**src/rtl/objx_pkg.sv**
```systemverilog
package objx_pkg;
    typedef enum logic [1:0] {
        ST_IDLE  = 2'd0,
        ST_COPY  = 2'd1,
        ST_READY = 2'd2
    } mbx_state_e;

    localparam logic [1:0] REG_CTRL   = 2'd0;
    localparam logic [1:0] REG_STATUS = 2'd1;
    localparam logic [1:0] REG_WMB    = 2'd2;
    localparam logic [1:0] REG_RMB    = 2'd3;

    localparam int CTRL_GO_BIT    = 0;
    localparam int CTRL_ABORT_BIT = 1;
endpackage

```
**src/rtl/objx_fifo.sv**
```systemverilog
module objx_fifo #(
    parameter int WIDTH = 32,
    parameter int DEPTH = 16,
    localparam int AW = (DEPTH > 1) ? $clog2(DEPTH) : 1,
    localparam int CW = $clog2(DEPTH + 1)
) (
    input  logic             clk,
    input  logic             rst_n,
    input  logic             flush,
    input  logic             push,
    input  logic [WIDTH-1:0] wdata,
    input  logic             pop,
    output logic [WIDTH-1:0] head,
    output logic [CW-1:0]    count,
    output logic             full,
    output logic             empty
);
    logic [WIDTH-1:0] mem [DEPTH];
    logic [AW-1:0]    wp, rp;

    function automatic logic [AW-1:0] nxt(input logic [AW-1:0] p);
        return (p == AW'(DEPTH - 1)) ? '0 : p + AW'(1);
    endfunction

    always_ff @(posedge clk) begin
        if (!rst_n || flush) begin
            wp    <= '0;
            rp    <= '0;
            count <= '0;
        end else begin
            if (push) wp <= nxt(wp);
            if (pop)  rp <= nxt(rp);
            count <= count + CW'(push) - CW'(pop);
        end
    end

    always_ff @(posedge clk) begin
        if (push && !flush) mem[wp] <= wdata;
    end

    assign head  = mem[rp];
    assign full  = (count == CW'(DEPTH));
    assign empty = (count == '0);

    p_no_overflow_r8: assert property (@(posedge clk) disable iff (!rst_n)
        push |-> !full);
    p_no_underflow_r3: assert property (@(posedge clk) disable iff (!rst_n)
        pop |-> !empty);
endmodule

```
**src/rtl/objx_ctrl_fsm.sv**
```systemverilog
module objx_ctrl_fsm
    import objx_pkg::*;
(
    input  logic clk,
    input  logic rst_n,
    input  logic go,
    input  logic abort,
    input  logic obj_ok,
    input  logic in_last,
    input  logic rd_adv,
    input  logic out_last,
    output logic busy,
    output logic ready,
    output logic err,
    output logic copy_en,
    output logic in_flush,
    output logic out_flush
);
    mbx_state_e state_q, state_d;
    logic       err_set;

    always_ff @(posedge clk) begin
        if (!rst_n) state_q <= ST_IDLE;
        else        state_q <= state_d;
    end

    always_ff @(posedge clk) begin
        if (!rst_n || abort) err <= 1'b0;
        else if (err_set)    err <= 1'b1;
    end

    always_comb begin
        state_d   = state_q;
        busy      = 1'b0;
        ready     = 1'b0;
        copy_en   = 1'b0;
        err_set   = 1'b0;
        in_flush  = abort;
        out_flush = abort;
        unique case (state_q)
            ST_IDLE: begin
                if (!abort && go) begin
                    if (obj_ok) begin
                        state_d = ST_COPY;
                    end else begin
                        err_set  = 1'b1;
                        in_flush = 1'b1;
                    end
                end
            end
            ST_COPY: begin
                busy    = 1'b1;
                copy_en = !abort;
                if (abort)        state_d = ST_IDLE;
                else if (in_last) state_d = ST_READY;
            end
            ST_READY: begin
                ready = 1'b1;
                if (abort)                    state_d = ST_IDLE;
                else if (rd_adv && out_last)  state_d = ST_IDLE;
            end
            default: state_d = ST_IDLE;
        endcase
    end

    p_abort_clears_r7: assert property (@(posedge clk) disable iff (!rst_n)
        abort |=> (!busy && !ready && !err));
    p_bad_go_errs_r5: assert property (@(posedge clk) disable iff (!rst_n)
        (state_q == ST_IDLE && go && !abort && !obj_ok) |=> (err && !busy && !ready));
    p_err_sticky_r10: assert property (@(posedge clk) disable iff (!rst_n)
        (err && !abort) |=> err);
endmodule

```
**src/rtl/objx_mailbox.sv**
```systemverilog
module objx_mailbox
    import objx_pkg::*;
#(
    parameter int DEPTH = 16,
    localparam int CW = $clog2(DEPTH + 1)
) (
    input  logic        clk,
    input  logic        rst_n,
    input  logic        cfg_wr,
    input  logic [1:0]  cfg_addr,
    input  logic [31:0] cfg_wdata,
    output logic [31:0] cfg_rdata
);
    logic          go_req, abort_req, wmb_wr, rmb_wr;
    logic          busy, ready, err, copy_en, in_flush, out_flush;
    logic          in_push, in_full, in_empty, out_full, out_empty;
    logic [31:0]   in_head, out_head, hdr_len_q;
    logic [CW-1:0] in_count, out_count;
    logic          ovf_q, obj_ok, out_pop;

    assign go_req    = cfg_wr && cfg_addr == REG_CTRL && cfg_wdata[CTRL_GO_BIT];
    assign abort_req = cfg_wr && cfg_addr == REG_CTRL && cfg_wdata[CTRL_ABORT_BIT];
    assign wmb_wr    = cfg_wr && cfg_addr == REG_WMB;
    assign rmb_wr    = cfg_wr && cfg_addr == REG_RMB;

    assign in_push = wmb_wr && !busy && !in_full;
    assign out_pop = rmb_wr && ready && !out_empty;

    always_ff @(posedge clk) begin
        if (!rst_n) begin
            ovf_q     <= 1'b0;
            hdr_len_q <= '0;
        end else begin
            if (abort_req || (go_req && !busy && !ready)) ovf_q <= 1'b0;
            else if (wmb_wr && !busy && in_full)          ovf_q <= 1'b1;
            if (in_push && in_count == CW'(1)) hdr_len_q <= cfg_wdata;
        end
    end

    assign obj_ok = (in_count >= CW'(2)) && (hdr_len_q == 32'(in_count)) && !ovf_q;

    objx_ctrl_fsm u_fsm (
        .clk       (clk),
        .rst_n     (rst_n),
        .go        (go_req),
        .abort     (abort_req),
        .obj_ok    (obj_ok),
        .in_last   (in_count == CW'(1)),
        .rd_adv    (rmb_wr),
        .out_last  (out_count == CW'(1)),
        .busy      (busy),
        .ready     (ready),
        .err       (err),
        .copy_en   (copy_en),
        .in_flush  (in_flush),
        .out_flush (out_flush)
    );

    objx_fifo #(.WIDTH(32), .DEPTH(DEPTH)) u_in_fifo (
        .clk   (clk),
        .rst_n (rst_n),
        .flush (in_flush),
        .push  (in_push),
        .wdata (cfg_wdata),
        .pop   (copy_en && !in_empty),
        .head  (in_head),
        .count (in_count),
        .full  (in_full),
        .empty (in_empty)
    );

    objx_fifo #(.WIDTH(32), .DEPTH(DEPTH)) u_out_fifo (
        .clk   (clk),
        .rst_n (rst_n),
        .flush (out_flush),
        .push  (copy_en && !in_empty && !out_full),
        .wdata (in_head),
        .pop   (out_pop),
        .head  (out_head),
        .count (out_count),
        .full  (out_full),
        .empty (out_empty)
    );

    always_comb begin
        unique case (cfg_addr)
            REG_STATUS: cfg_rdata = {29'd0, ready, err, busy};
            REG_RMB:    cfg_rdata = ready ? out_head : 32'd0;
            default:    cfg_rdata = 32'd0;
        endcase
    end

    p_ready_has_data_r3: assert property (@(posedge clk) disable iff (!rst_n)
        ready |-> !out_empty);
    p_busy_blocks_push_r6: assert property (@(posedge clk) disable iff (!rst_n)
        busy |-> !in_push);
    p_busy_then_ready_r2: assert property (@(posedge clk) disable iff (!rst_n)
        (busy && !abort_req) |=> (busy || ready));
endmodule

```
**config.mk**
```make
export PLATFORM = sky130hd
export DESIGN_NAME = objx_mailbox
export DESIGN_NICKNAME = d
export VERILOG_FILES = /design/src/rtl/objx_pkg.sv /design/src/rtl/objx_fifo.sv /design/src/rtl/objx_ctrl_fsm.sv /design/src/rtl/objx_mailbox.sv
export SDC_FILE = /design/constraint.sdc
export NUM_CORES = 1
export LEC_CHECK = 0
export ABC_AREA = 0
export CORE_MARGIN = 2
export CORE_UTILIZATION = 58
export CTS_BUF_LIST = sky130_fd_sc_hd__clkbuf_4 sky130_fd_sc_hd__clkbuf_8
export CTS_CLUSTER_DIAMETER = 150
export DETAILED_ROUTE_END_ITERATION = 6
export PLACE_DENSITY = 0.78
export RECOVER_POWER = 100
export SYNTH_ARGS = -nofsm -noshare
export SYNTH_HDL_FRONTEND = slang
export SYNTH_SLANG_ARGS = --single-unit
```
**constraint.sdc**
```tcl
create_clock -name clk -period 4.89 [get_ports clk]
set_input_delay 0.978 -clock clk [delete_from_list [all_inputs] [get_ports clk]]
set_output_delay 0.978 -clock clk [all_outputs]
set_load 0.01 [all_outputs]
```
==> results by group <==
STA
  – Rel. slew slack: -89.8%
  – WHS: 0.462 ns
  – Min Tclk post-route: 4.63 ns
  – Final WS setup: 0.263 ns
  – Period Utilization, post-route: 94.6%
  – Clk_skew: 0.0329 ns
  – Setup TNS: 0 ns
  – Unrepaired setup endpoints after global routing: false
  – Hold Fails Final Rpt: 0
  – Fmax: 216 MHz
  – Actual slew at the worst max-slew pin: 2.84 ns
  – Final setup fails: 0
  – Fin. max-slew vios: 302

Logic synthesis
  – Leading post-synthesis cells by instance count: edfxtp_1 (1024), mux4_2 (288), nand2_1 (85)
  – Mean post-synth cell area: 22.0 sq um
  – Synth cell types: 62
  – Warnings, synthesis: 0
  – Area contributors post-synth: edfxtp_1 (73%), mux4_2 (15%), dfxtp_1 (3.3%)
  – Synthesized area: 0.0422 sq mm
  – Primary FF master, synth: edfxtp_1
  – Syn nets: 1983
  – Register area share after synthesis: 76.2%
  – Most frequent cell after synthesis: edfxtp_1
  – Post-synth EDFFs: 1024
  – Area share of the largest cell type after synthesis: 72.9%
  – Synthesized flop and latch total: 1094
  – Cells after Synth: 1920
  – Fraction of registers with async set/reset: 0%
  – Synth area leader: edfxtp_1

Placement
  – Cell area after placement: 0.0444 sq mm
  – Hpwl dp: 52300 microns
  – PortBufs: 68
  – Final GP Congestion: 0.776
  – Pre-CTS setup slack: 0.723 ns

Final layout
  – Post-route cell area: 0.0472 sq mm
  – Layout cells sized above 1: 27.5%
  – Area delta synth->final: 12.0%
  – Final Net Count: 2179

Detailed routing
  – Routed wl met2: 43900 microns
  – Top routing layer in use: met5
  – TritonRoute pass-1 iters: 5
  – Routed vias: 20100
  – Drt wl/cell: 27.2 microns
  – Initial DRC count: 2186
  – Drt drc: 0
  – Vias/cell: 6.33
  – Met3 wire len: 6450 microns
  – Post-route ant nets: 0
  – Final WL: 86600 microns
  – Wl on met1: 34100 microns

Power
  – Overall power: 17.8 mW
  – Static Leak: 14.3 nW
  – Peak VDD IR: 0.289 mV
  – Pwr dens: 376 mW/mm^2

Worst setup path
  – Crit. End Element: output port
  – Crit Path Category: reg2out
  – Crit path max-delay family: buffers and inverters
  – WP data required: 3.91 ns
  – Startpoint types: flop
  – Worst Path Buf+Inv: 2
  – CP arrival: 3.65 ns
  – Maximum fanout along the worst path: 37
  – Biggest cell delay along the critical path: 0.75 ns
  – Worst-path cell chain: clkbuf_2 -> mux4_2 -> mux2i_1 -> o22ai_1 -> clkdlybuf4s50_1
  – Worst path slowest cell: dfxtp_4

GRT
  – Largest net degree at the start of global routing: 54
  – Antenna violations before repair: 9
  – First-pass GRT wire length: 131000 microns
  – Remaining global-route overflow: 0
  – Tot GR Track Use: 24.0%
  – Vias in the first global route: 21000

CTS
  – CTS tree: yes
  – CTS resizes: 0
  – H-tree Lvls: 4
  – Root Driver: clkbuf_8
  – CTS buffer count: 165
  – Clock Tree Buf Depth: 3
  – Post-CTS Setup Inserts: 0
  – CTS sink count: 1094
  – # hold bufs at CTS: 0
  – Clock Pin Slew Worst Setup and Hold Paths: 0.06 ns
  – Clock latency on the worst-skew pair: 0.80 ns

Die
  – Die W: 274 microns
  – Core area: 0.0717 sq mm
  – # rows: 98
  – Die Ht: 274 microns
  – Top Ports: 69
  – Die area: 0.0749 sq mm
  – Initial Utilization: 58.8%

Status
  – Failing checks: max-capacitance violations, max-slew violations
  – Status: finished, violations left

Hold path
  – Hold/Removal Path Class: reg2reg

Flow run
  – MaxCap Viol Count: 12
## worst reg2reg max path, delay by kind of cell (launching register included)
kind                   cells  cell delay [ns]
flip-flops                 1             2.25
buffers and inverters      1             0.74
multiplexers               2             1.13
## metrics by stage
| step | std cells | util, % |
|---|---|---|
| 3_5_place_dp | 2899 | 61.9 |
| 4_1_cts | 3179 | 66.3 |
| 5_1_grt | 3181 | 65.8 |
| 2_1_floorplan | 1920 | - |
| 6_report | 3181 | 65.8 |
| 3_3_place_gp | 2899 | 61.9 |
## logic make-up after synthesis
| family | after synthesis | share of synthesized area (%) |
|---|---|---|
| multiplexers | 357 | 17.0 |
| AND/OR/NAND/NOR | 191 | 2.35 |
| adder cells (fa/ha/maj) | 26 | 0.807 |
| flip-flops | 1094 | 76.2 |
| AO/OA/AOI/OAI | 116 | 2.04 |
| XOR/XNOR | 13 | 0.270 |
| buffers and inverters | 123 | 1.27 |
## final timing paths
path	slack [ns]	to	start	depth (start not counted)
worst min-delay path	0.46	hdr_len_q[27]	hdr_len_q[27]	2
worst max register to register	0.38	u_out_fifo.mem[10][3]	flop	3
worst max-delay path	0.26	cfg_rdata[31]	flop	5
worst min register to register	0.46	hdr_len_q[27]	hdr_len_q[27]	2
## registers in the layout, summed over array words and instances, names as in the netlist, named ones only
signal            flops
u_in_fifo.mem       512
u_out_fifo.mem      512
hdr_len_q            32
u_in_fifo.count       5
u_out_fifo.count      5
u_in_fifo.rp          4
u_in_fifo.wp          4
u_out_fifo.rp         4
u_out_fifo.wp         4
u_fsm.state_q         2
ovf_q                 1
u_fsm.err             1
## layout make-up
class | count | area, sq um
Sequential cell | 1094 | 32200
Clock inverter | 42 | 265
Timing Repair Buffer | 132 | 1090
Fill cell | 4441 | 24500
Clock buffer | 238 | 2910
Antenna cell | 2 | 5.00
Inverter | 20 | 75.1
Tap cell | 950 | 1190
Multi-Input combinational cell | 703 | 9520
## power breakdown
group	switching, mW	leakage [nW]	internal, mW
Clock	3.29	1.69	3.90
Combinational	0.235	2.83	0.0905
Sequential	0.0172	9.77	10.2
## layout by cell type (no fill, tap or decap), types with 7 or more instances in the layout
cell             netlist  final
clkbuf_2               0     19
a211oi_1               7     11
clkdlybuf4s50_1        0     18
clkinv_1               0     21
and2_0                 0     11
nand4_1                7      7
dfxtp_1               70     65
nand2_1               85     85
nand3_1                7      7
clkbuf_1              55     29
mux4_2               288    288
buf_4                  1      9
clkbuf_4               0     59
clkinv_2               0     10
buf_12                 1      7
clkbuf_8               0    179
a21oi_1                9      9
dlygate4sd3_1          0     50
a21boi_0              21     31
edfxtp_1            1024   1024
nor2_4                 0     10
inv_6                  0      7
nor2_1                24     14
nand2b_1               8      8
xnor2_1                8      8
mux2i_1               68     68
inv_1                 19     19
o21ai_0                7      7
ha_1                  24     24
o22ai_1               29     29
nor4_1                 9     10
## metal layers
metal	global-route usage (%)	up-vias
li1	-	8427
met2	39.4	908
met5	0	-
met1	32.5	10600
met4	8.28	8
met3	4.81	163
(Power assumes the default switching activity.)
